==> config.mk <==
export PLATFORM = sky130hd
export DESIGN_NAME = sideband_splitter
export DESIGN_NICKNAME = d
export VERILOG_FILES = /design/src/rtl/sdsplit_pkg.sv /design/src/rtl/sdsplit_frame_buf.sv /design/src/rtl/sdsplit_tx_fsm.sv /design/src/rtl/sdsplit_rx_meta.sv /design/src/rtl/sideband_splitter.sv
export SDC_FILE = /design/constraint.sdc
export NUM_CORES = 2
export LEC_CHECK = 0
export BUFFER_PORTS_ARGS = -buffer_cell sky130_fd_sc_hd__buf_2
export CORE_ASPECT_RATIO = 0.5
export CORE_MARGIN = 2
export CORE_UTILIZATION = 45
export DETAILED_ROUTE_END_ITERATION = 8
export REMOVE_ABC_BUFFERS = 1
export SYNTH_ARGS = -nofsm -noshare
export SYNTH_HDL_FRONTEND = slang
export SYNTH_SLANG_ARGS = --single-unit
==> constraint.sdc <==
create_clock -name clk -period 3.5 [get_ports clk]
set_clock_uncertainty 0.2 [all_clocks]
set_input_delay 0.7 -clock clk [delete_from_list [all_inputs] [get_ports clk]]
set_output_delay 0.7 -clock clk [all_outputs]
set_load 0.01 [all_outputs]
==> src/rtl/sdsplit_pkg.sv <==
package sdsplit_pkg;
    localparam int CTL_WORDS = 5;
    localparam int WORD_W    = 32;
    localparam int SIDE_W    = CTL_WORDS * WORD_W;

    typedef enum logic [1:0] {
        S_IDLE,
        S_CTRL,
        S_FILL,
        S_DATA
    } tx_state_e;
endpackage

==> src/rtl/sdsplit_frame_buf.sv <==
module sdsplit_frame_buf #(
    parameter int DEPTH = 64,
    localparam int AW = $clog2(DEPTH)
) (
    input  logic          clk,
    input  logic          we,
    input  logic [AW-1:0] waddr,
    input  logic [7:0]    wdata,
    input  logic [AW-1:0] raddr,
    output logic [7:0]    rdata
);
    logic [7:0] mem [DEPTH];

    always_ff @(posedge clk) begin
        if (we) mem[waddr] <= wdata;
    end

    assign rdata = mem[raddr];
endmodule

==> src/rtl/sdsplit_tx_fsm.sv <==
module sdsplit_tx_fsm
    import sdsplit_pkg::*;
#(
    parameter int LEN_BITS  = 16,
    parameter int BUF_DEPTH = 64,
    localparam int AW = $clog2(BUF_DEPTH),
    localparam int PW = $clog2(BUF_DEPTH) + 1
) (
    input  logic              clk,
    input  logic              rst_n,
    input  logic              desc_valid,
    output logic              desc_ready,
    input  logic              desc_sof,
    input  logic              desc_eof,
    input  logic [LEN_BITS-1:0] desc_len,
    input  logic [SIDE_W-1:0] desc_side,
    input  logic              frag_valid,
    output logic              frag_ready,
    output logic              ctl_tvalid,
    input  logic              ctl_tready,
    output logic [WORD_W-1:0] ctl_tdata,
    output logic              ctl_tlast,
    output logic              dat_tvalid,
    input  logic              dat_tready,
    output logic              dat_tlast,
    output logic              tx_err,
    output logic              buf_we,
    output logic [AW-1:0]     buf_waddr,
    output logic [AW-1:0]     buf_raddr
);
    tx_state_e           state, nxt;
    logic [SIDE_W-1:0]   side_q;
    logic [2:0]          widx;
    logic [LEN_BITS-1:0] remain;
    logic                eof_q, open_q, err_q;
    logic [PW-1:0]       pos, rdp;
    logic                last_word, last_byte, fill_done;

    assign last_word = (widx == 3'(CTL_WORDS - 1));
    assign last_byte = (rdp == pos - PW'(1));
    assign fill_done = (remain == '0);

    // next-state logic
    always_comb begin
        nxt = state;
        unique case (state)
            S_IDLE: if (desc_valid) nxt = desc_sof ? S_CTRL : S_FILL;
            S_CTRL: if (ctl_tready && last_word) nxt = S_FILL;
            S_FILL: if (fill_done) nxt = (eof_q && pos != '0) ? S_DATA : S_IDLE;
            S_DATA: if (dat_tready && last_byte) nxt = S_IDLE;
            default: nxt = S_IDLE;
        endcase
    end

    // state register
    always_ff @(posedge clk) begin
        if (!rst_n) state <= S_IDLE;
        else        state <= nxt;
    end

    // outputs
    always_comb begin
        desc_ready = (state == S_IDLE);
        ctl_tvalid = (state == S_CTRL);
        ctl_tlast  = (state == S_CTRL) && last_word;
        ctl_tdata  = side_q[int'(widx) * WORD_W +: WORD_W];
        frag_ready = (state == S_FILL) && !fill_done;
        dat_tvalid = (state == S_DATA);
        dat_tlast  = (state == S_DATA) && last_byte;
        buf_we     = frag_ready && frag_valid && (pos < PW'(BUF_DEPTH));
        buf_waddr  = pos[AW-1:0];
        buf_raddr  = rdp[AW-1:0];
        tx_err     = err_q;
    end

    // datapath registers
    always_ff @(posedge clk) begin
        if (!rst_n) begin
            side_q <= '0; widx <= '0; remain <= '0; eof_q <= 1'b0;
            open_q <= 1'b0; err_q <= 1'b0; pos <= '0; rdp <= '0;
        end else begin
            err_q <= 1'b0;
            unique case (state)
                S_IDLE: if (desc_valid) begin
                    remain <= desc_len;
                    eof_q  <= desc_eof;
                    open_q <= 1'b1;
                    rdp    <= '0;
                    if (desc_sof) begin
                        side_q <= desc_side;
                        widx   <= '0;
                        pos    <= '0;
                        err_q  <= open_q;
                    end
                end
                S_CTRL: if (ctl_tready) widx <= widx + 3'd1;
                S_FILL: begin
                    if (frag_valid && !fill_done) begin
                        remain <= remain - LEN_BITS'(1);
                        if (pos < PW'(BUF_DEPTH)) pos <= pos + PW'(1);
                    end
                    if (fill_done && eof_q) begin
                        open_q <= 1'b0;
                        if (pos == '0) pos <= '0;
                    end
                end
                S_DATA: if (dat_tready) begin
                    rdp <= rdp + PW'(1);
                    if (last_byte) pos <= '0;
                end
                default: ;
            endcase
        end
    end

    // independent beat counter used only by the checks below
    logic [2:0] chk_beats;
    always_ff @(posedge clk) begin
        if (!rst_n) chk_beats <= '0;
        else if (ctl_tvalid && ctl_tready) chk_beats <= ctl_tlast ? 3'd0 : chk_beats + 3'd1;
    end

    AST_CTL_LEN: assert property (@(posedge clk) disable iff (!rst_n)
        (ctl_tvalid && ctl_tready && ctl_tlast) |-> (chk_beats == 3'd4));
    AST_CTL_FIRST: assert property (@(posedge clk) disable iff (!rst_n)
        !(ctl_tvalid && dat_tvalid));
    AST_CTL_HOLD: assert property (@(posedge clk) disable iff (!rst_n)
        (ctl_tvalid && !ctl_tready) |=> (ctl_tvalid && $stable(ctl_tdata)));
    AST_DAT_HOLD: assert property (@(posedge clk) disable iff (!rst_n)
        (dat_tvalid && !dat_tready) |=> (dat_tvalid && $stable(dat_tlast)));
    AST_ABORT_SRC: assert property (@(posedge clk) disable iff (!rst_n)
        tx_err |-> $past(desc_valid && desc_ready && desc_sof));
endmodule

==> src/rtl/sdsplit_rx_meta.sv <==
module sdsplit_rx_meta
    import sdsplit_pkg::*;
(
    input  logic              clk,
    input  logic              rst_n,
    input  logic              rxc_tvalid,
    input  logic [WORD_W-1:0] rxc_tdata,
    input  logic              rxc_tlast,
    input  logic              rxd_tvalid,
    input  logic              rxd_tlast,
    output logic              cmp_valid,
    output logic [SIDE_W-1:0] cmp_rec,
    output logic              cmp_eof,
    output logic              rx_err
);
    localparam int CAP_W = (CTL_WORDS - 1) * WORD_W;

    logic [CAP_W-1:0]  cap;
    logic [2:0]        cnt;
    logic [SIDE_W-1:0] held;

    always_ff @(posedge clk) begin
        if (!rst_n) begin
            cap <= '0; cnt <= '0; held <= '0; rx_err <= 1'b0;
            cmp_valid <= 1'b0; cmp_rec <= '0; cmp_eof <= 1'b0;
        end else begin
            rx_err    <= 1'b0;
            cmp_valid <= 1'b0;
            if (rxc_tvalid) begin
                if (rxc_tlast) begin
                    cnt <= '0;
                    if (cnt == 3'(CTL_WORDS - 1)) held <= {rxc_tdata, cap};
                    else                          rx_err <= 1'b1;
                end else begin
                    if (cnt < 3'(CTL_WORDS - 1)) cap[int'(cnt) * WORD_W +: WORD_W] <= rxc_tdata;
                    if (cnt != 3'(CTL_WORDS)) cnt <= cnt + 3'd1;
                end
            end
            if (rxd_tvalid) begin
                if (rxd_tlast) begin
                    cmp_valid <= 1'b1;
                    cmp_rec   <= held;
                    cmp_eof   <= 1'b1;
                end else begin
                    cmp_eof   <= 1'b0;
                end
            end
        end
    end

    AST_RX_ERR_SRC: assert property (@(posedge clk) disable iff (!rst_n)
        rx_err |-> $past(rxc_tvalid && rxc_tlast));
    AST_CMP_SRC: assert property (@(posedge clk) disable iff (!rst_n)
        cmp_valid |-> ($past(rxd_tvalid && rxd_tlast) && cmp_eof));
endmodule

==> src/rtl/sideband_splitter.sv <==
module sideband_splitter
    import sdsplit_pkg::*;
#(
    parameter int LEN_BITS  = 16,
    parameter int BUF_DEPTH = 64,
    localparam int AW = $clog2(BUF_DEPTH)
) (
    input  logic         clk,
    input  logic         rst_n,
    input  logic         desc_valid,
    output logic         desc_ready,
    input  logic         desc_sof,
    input  logic         desc_eof,
    input  logic [31:0]  desc_ctrl,
    input  logic [159:0] desc_side,
    input  logic         frag_valid,
    output logic         frag_ready,
    input  logic [7:0]   frag_byte,
    output logic         ctl_tvalid,
    input  logic         ctl_tready,
    output logic [31:0]  ctl_tdata,
    output logic         ctl_tlast,
    output logic         dat_tvalid,
    input  logic         dat_tready,
    output logic [7:0]   dat_tdata,
    output logic         dat_tlast,
    output logic         tx_err,
    input  logic         rxc_tvalid,
    output logic         rxc_tready,
    input  logic [31:0]  rxc_tdata,
    input  logic         rxc_tlast,
    input  logic         rxd_tvalid,
    output logic         rxd_tready,
    input  logic         rxd_tlast,
    output logic         cmp_valid,
    output logic [159:0] cmp_rec,
    output logic         cmp_eof,
    output logic         rx_err
);
    logic          buf_we;
    logic [AW-1:0] buf_waddr, buf_raddr;
    logic          unused_ctrl_hi;

    assign unused_ctrl_hi = ^desc_ctrl[31:LEN_BITS];
    assign rxc_tready = 1'b1;
    assign rxd_tready = 1'b1;

    sdsplit_tx_fsm #(.LEN_BITS(LEN_BITS), .BUF_DEPTH(BUF_DEPTH)) u_tx (
        .clk(clk), .rst_n(rst_n),
        .desc_valid(desc_valid), .desc_ready(desc_ready),
        .desc_sof(desc_sof), .desc_eof(desc_eof),
        .desc_len(desc_ctrl[LEN_BITS-1:0]), .desc_side(desc_side),
        .frag_valid(frag_valid), .frag_ready(frag_ready),
        .ctl_tvalid(ctl_tvalid), .ctl_tready(ctl_tready),
        .ctl_tdata(ctl_tdata), .ctl_tlast(ctl_tlast),
        .dat_tvalid(dat_tvalid), .dat_tready(dat_tready), .dat_tlast(dat_tlast),
        .tx_err(tx_err),
        .buf_we(buf_we), .buf_waddr(buf_waddr), .buf_raddr(buf_raddr)
    );

    sdsplit_frame_buf #(.DEPTH(BUF_DEPTH)) u_buf (
        .clk(clk), .we(buf_we), .waddr(buf_waddr), .wdata(frag_byte),
        .raddr(buf_raddr), .rdata(dat_tdata)
    );

    sdsplit_rx_meta u_rx (
        .clk(clk), .rst_n(rst_n),
        .rxc_tvalid(rxc_tvalid), .rxc_tdata(rxc_tdata), .rxc_tlast(rxc_tlast),
        .rxd_tvalid(rxd_tvalid), .rxd_tlast(rxd_tlast),
        .cmp_valid(cmp_valid), .cmp_rec(cmp_rec), .cmp_eof(cmp_eof), .rx_err(rx_err)
    );
endmodule

== After elaboration in Yosys (flattened, before gate mapping) ==
Memory sizes are Yosys's and may differ from the RTL's. A register that Yosys moved wholly into a read port is not among the register bits.
Index checks and enable logic that the tools add are counted.

* Output and inout bits: 212
* Flip-flop bits (word level): 652
* RAM bits: 512
* Input bits: 244
* Word-level logic and storage cells: 120
* Memories kept: 1

* Magnitude comparators: 2
* Eq/ne operators: 17
* Muxes and demuxes: 38
* $add $sub $neg: 7
* Reductions and logical operators: 35
* Bitwise gates (word level): 1
* Shifts and indexed selects: 3

{| class="wikitable"
|+ Memories
! memory !! depth !! width !! rd ports !! clocked after memory_dff !! write ports !! RTL line !! text
|-
| u_buf.mem || 64 || 8 || 1 || 1 || 1 || sdsplit_frame_buf.sv:12 || <nowiki>logic [7:0] mem [DEPTH];</nowiki>
|}

{| class="wikitable"
|+ Operators with widths
! kind !! count
|-
| $shiftx A160 B9 Y32 || 1
|-
| $bwmux W128 || 1
|-
| $shift A32 B33 Y128 const A || 1
|-
| $shiftx A32 B33 Y128 || 1
|-
| $mux W7 || 10
|-
| $neg A8 Y33 || 1
|-
| $mux W16 || 2
|-
| $pmux W16 S2 || 1
|-
| $pmux W7 S3 || 1
|-
| $reduce_and A3 Y1 || 7
|-
| $logic_not A16 Y1 || 1
|-
| $sub A16 B1 Y16 const B || 1
|-
| $mux W3 || 5
|-
| $add A7 B1 Y7 const B || 2
|-
| $ne A2 B1 Y1 const B || 7
|-
| $pmux W7 S2 || 1
|-
| $mux W2 || 6
|-
| $mux W6 || 2
|-
| $reduce_and A4 Y1 || 3
|-
| $logic_and A1 B1 Y1 || 10
|-
| $pmux W2 S4 || 1
|-
| $reduce_and A2 Y1 || 4
|-
| $reduce_bool A2 Y1 || 4
|-
| $eq A7 B7 Y1 || 1
|-
| 19 further kinds || 29
|}

== Depth between registers and ports, before layout ==
* Depth after elaboration: 7
* Mapped depth: 11

== Modules after synthesis ==
Synthesis repeated with hierarchy kept, for this count alone.

* Cells, all modules: 3981
* Area, all modules: 46026.6 um^2

{| class="wikitable"
|+ Modules (own cells, without submodules)
! module !! cells an instance !! area each (um^2) !! sequential area each (um^2) !! times used
|-
| sdsplit_frame_buf || 932 || 20006.7 || 15374.7 || 1
|-
| sdsplit_rx_meta || 1879 || 16777.3 || 9088.7 || 1
|-
| sdsplit_tx_fsm || 1167 || 9223.8 || 3963.8 || 1
|-
| sideband_splitter || 3 || 18.8 || 0.0 || 1
|}

== Worst setup path after synthesis ==
Ideal clock, no wire load.

* Path type: register to output
* Start point: reg with a tool-made name
* End point: out dat_tdata[7]
* Cell stages (with the launch flop): 8
* Buffers on the path: 3
* Required time: 2.600 ns
* Path slack: 0.280 ns
* Arrival time: 2.320 ns
* Cells stage by stage: dfxtp_1 > buf_2 > buf_2 > buf_2 > mux4_2 > mux4_2 > o22ai_1 > nor2_1

{| class="wikitable"
|+ RTL lines
! item !! RTL line !! text
|-
| to (decl) || sideband_splitter.sv:25 || <nowiki>output logic [7:0] dat_tdata,</nowiki>
|}

==> impl_metrics.tcl <==
set metrics [dict create \
    wirelength_um 119000 \
    drc_errors 0 \
    setup_ws_ps -447 \
    antenna_found_initial 6 \
    critPathMaxFanout 9 \
    slowest_delay_ps 530 \
    powerDensity_nw_per_um2 519 \
    cts_buffer_depth 3 \
    area_growth_syn_to_layout_pct 21.6 \
    coreArea_um2 97800 \
    ys_ff_latch 1170 \
    drive_gt1_frac 0.220 \
    port_buffers 437 \
    rows 81 \
    grt_pass1_vias 31110 \
    start_util 0.455 \
    worst_pin_slew_ps 1150 \
    drv_cap 0 \
    hold_class "in -> reg" \
    cts_htree_levels 3 \
    path_delay_family "multiplexers" \
    synth_top_area_share 0.346 \
    synth_common_cells "1,305 x nand2_1, 658 x dfxtp_1, 638 x a21oi_1, 512 x edfxtp_1, 251 x clkbuf_1" \
    cts_tree "yes" \
    synth_edf_count 512 \
    fin_hold_ws_ps 51.2 \
    dp_hpwl_um 72800 \
    netlist_top_cells_area "edfxtp_1 35%, dfxtp_1 30%, nand2_1 11%" \
    hold_start "desc_side[0]" \
    rrSetupSlack_ps 360 \
    slowest_stage "mux4_2" \
    finalNonFillerCells 5984 \
    setup_viol_count_final 8 \
    period_needed_ps 3950 \
    numClockSinks 1170 \
    fin_crit_sh 1.13 \
    synth-main-ff-cell "dfxtp_1" \
    slew_violations 0 \
    detail_route.vias_per_cell 5.34 \
    synthCells 4020 \
    hold_viol 0 \
    wl_per_cell_um 19.8 \
    cts_buffers 103 \
    ys_warn_count 0 \
    place_inst 5626 \
    peakVddDrop_mv 0.414 \
    synthArstFlopShare 0 \
    yosysMostFrequentCell "nand2_1" \
    ant_nets 0 \
    fin_area_um2 54100 \
    endpoint "dat_tdata[6]" \
    io_pins 456 \
    cts-root-buf "clkbuf_16" \
    clk_pin_slew_ps 70 \
    rsz0062_at_grt "true" \
    gp_congestion 0.850 \
    clock_latency_ps 710 \
    cp.required_ps 2600 \
    die_y_um 226 \
    leakagePower_uw 0.0186 \
    drt_pass1_iterations 6 \
    overflow 0 \
    grt_pass1_wl_um 180000 \
    path_buf_inv 4 \
    crit_path_end_kind "output port" \
    syn_area_um2 44500 \
    via_count 31978 \
    grt_max_degree 118 \
    path_depth 8 \
    start_kind "flip-flop" \
    rr_startpoint "u_tx.remain[1]" \
    dpl_cell_area_um2 48600 \
    status "finished, violations left" \
    synth.distinct_cells 65 \
    fmax_mhz 253 \
    drt_iter0_markers 2373 \
    gr-usage-all-layers 0.231 \
    worstSetupPathType "reg -> out" \
    violations "setup timing" \
    crit_arrival_ps 3050 \
    slew_headroom 0.235 \
    rr_endpoint "u_buf.mem[62][3]" \
    final_nets 4821 \
    synth_area_per_cell_um2 11.1 \
    n_fill_cell 8336 \
    synth_area_leader_cell "edfxtp_1" \
    yosysSeqAreaShare 0.642 \
    dieArea_um2 101000 \
    die_w_um 448 \
    path_cells "buf_12 > buf_16 > buf_12 > mux4_2 > mux4_2 > nor3b_2 > nor3_2 > buf_2" \
    rr_worst_depth 9 \
]
[through the flow]
step / worst slack (ps) / total power [µW] / setup TNS, ps / util
2_1_floorplan: -4200 / 15800 / -1674710 / -
3_3_place_gp: 113 / 16500 / 0 / 0.497
3_5_place_dp: 116 / 16500 / 0 / 0.497
4_1_cts: -551 / 28300 / -4250 / 0.550
5_1_grt: -551 / 29100 / -4280 / 0.553
6_report: -447 / 28100 / -3400 / 0.553
[where the power goes]
part           switching [µW]  total (µW)  internal, µW
logic                    1150        1940           784
registers                 123       14500         14400
clock network            5150       11600          6460
[what timing repair did]
action                                  CTS  global route
endpoints found under the hold margin   125             0
hold buffers                            125             0
pin swaps                                 9             6
endpoints found under the setup margin   11            22
buffers inserted                         19            13
resized for setup                        43            27
gates cloned                              4             3
[layer usage]
layer,part of all wire,routed length [µm],GRT usage
met1,0.42,49500,0.292
met2,0.50,58900,0.389
met3,0.042,4990,0.0381
met4,0.043,5150,0.106
met5,0.00023,27,0
[flip-flops by register name (all words and copies together), names as in the netlist, 2 cells and up, named ones only]
name	cells
u_buf.mem	512
u_rx.cmp_rec	160
u_rx.held	160
u_tx.side_q	160
u_rx.cap	128
u_tx.remain	16
u_tx.pos	7
u_tx.rdp	7
u_rx.cnt	3
u_tx.widx	3
u_tx.state	2
[area by class of cell]
| cell class | instances | area [µm²] | share of cell area |
|---|---|---|---|
| Sequential cell | 1170 | 28600 | 0.528 |
| Multi-Input combinational cell | 2516 | 14900 | 0.275 |
| Timing Repair Buffer | 726 | 5320 | 0.0985 |
| Clock buffer | 142 | 2960 | 0.0547 |
| Tap cell | 1328 | 1660 | 0.0307 |
| Clock inverter | 49 | 479 | 0.00886 |
| Inverter | 48 | 188 | 0.00347 |
| Antenna cell | 5 | 12.5 | 0.000231 |
[how the worst min path moves through the flow]
stage / to / slack (ps) / cells after the start
floorplan: u_rx.held[0] / 230 / 2
global placement: u_rx.held[117] / 240 / 2
detailed placement: u_rx.held[119] / 240 / 2
CTS: u_tx.side_q[16] / 0.2 / 3
global route: u_tx.side_q[78] / 10 / 3
finish: u_tx.side_q[0] / 50 / 3
[cells in the final DEF (no fill, tap or decap), types with 6 or more instances in the layout]
master | synthesis | routed
clkbuf_1 | 251 | 20
nand2_1 | 1305 | 1304
buf_2 | 17 | 434
bufinv_16 | 0 | 7
o22ai_2 | 0 | 8
a21oi_1 | 638 | 638
o21a_1 | 6 | 6
o21ai_1 | 8 | 9
nand2b_1 | 8 | 8
buf_12 | 0 | 36
mux4_2 | 182 | 182
ha_1 | 12 | 11
clkbuf_8 | 0 | 15
a211o_1 | 11 | 11
clkbuf_16 | 0 | 110
inv_1 | 47 | 45
buf_4 | 3 | 117
mux2_2 | 6 | 6
o21ai_0 | 51 | 50
xor2_1 | 8 | 8
clkinv_2 | 0 | 23
nand4_1 | 9 | 9
o31ai_1 | 9 | 8
edfxtp_1 | 512 | 512
clkinv_1 | 0 | 8
mux2i_1 | 11 | 9
dlygate4sd3_1 | 0 | 125
dfxtp_2 | 0 | 8
nor2_1 | 112 | 108
dfxtp_1 | 658 | 645
nor3_1 | 12 | 9
nand3_1 | 22 | 21
[worst register-to-register path: stages (launching register included)]
cell      delay (ps)
dfxtp_2          350
inv_2             60
ha_4             160
or3b_4           240
or4_4            140
buf_4            190
o2111a_1         370
nand4_1          190
buf_12           190
nor2_1           690
[cells by family after synthesis]
family	Yosys count	synth area share
AO/OA/AOI/OAI	770	0.0920
adder cells (fa/ha/maj)	12	0.00338
multiplexers	199	0.0962
buffers and inverters	335	0.0292
other	1	0.0000844
AND/OR/NAND/NOR	1520	0.134
flip-flops	1170	0.642
XOR/XNOR	13	0.00256
No activity file was read; power rests on OpenSTA's default activity.
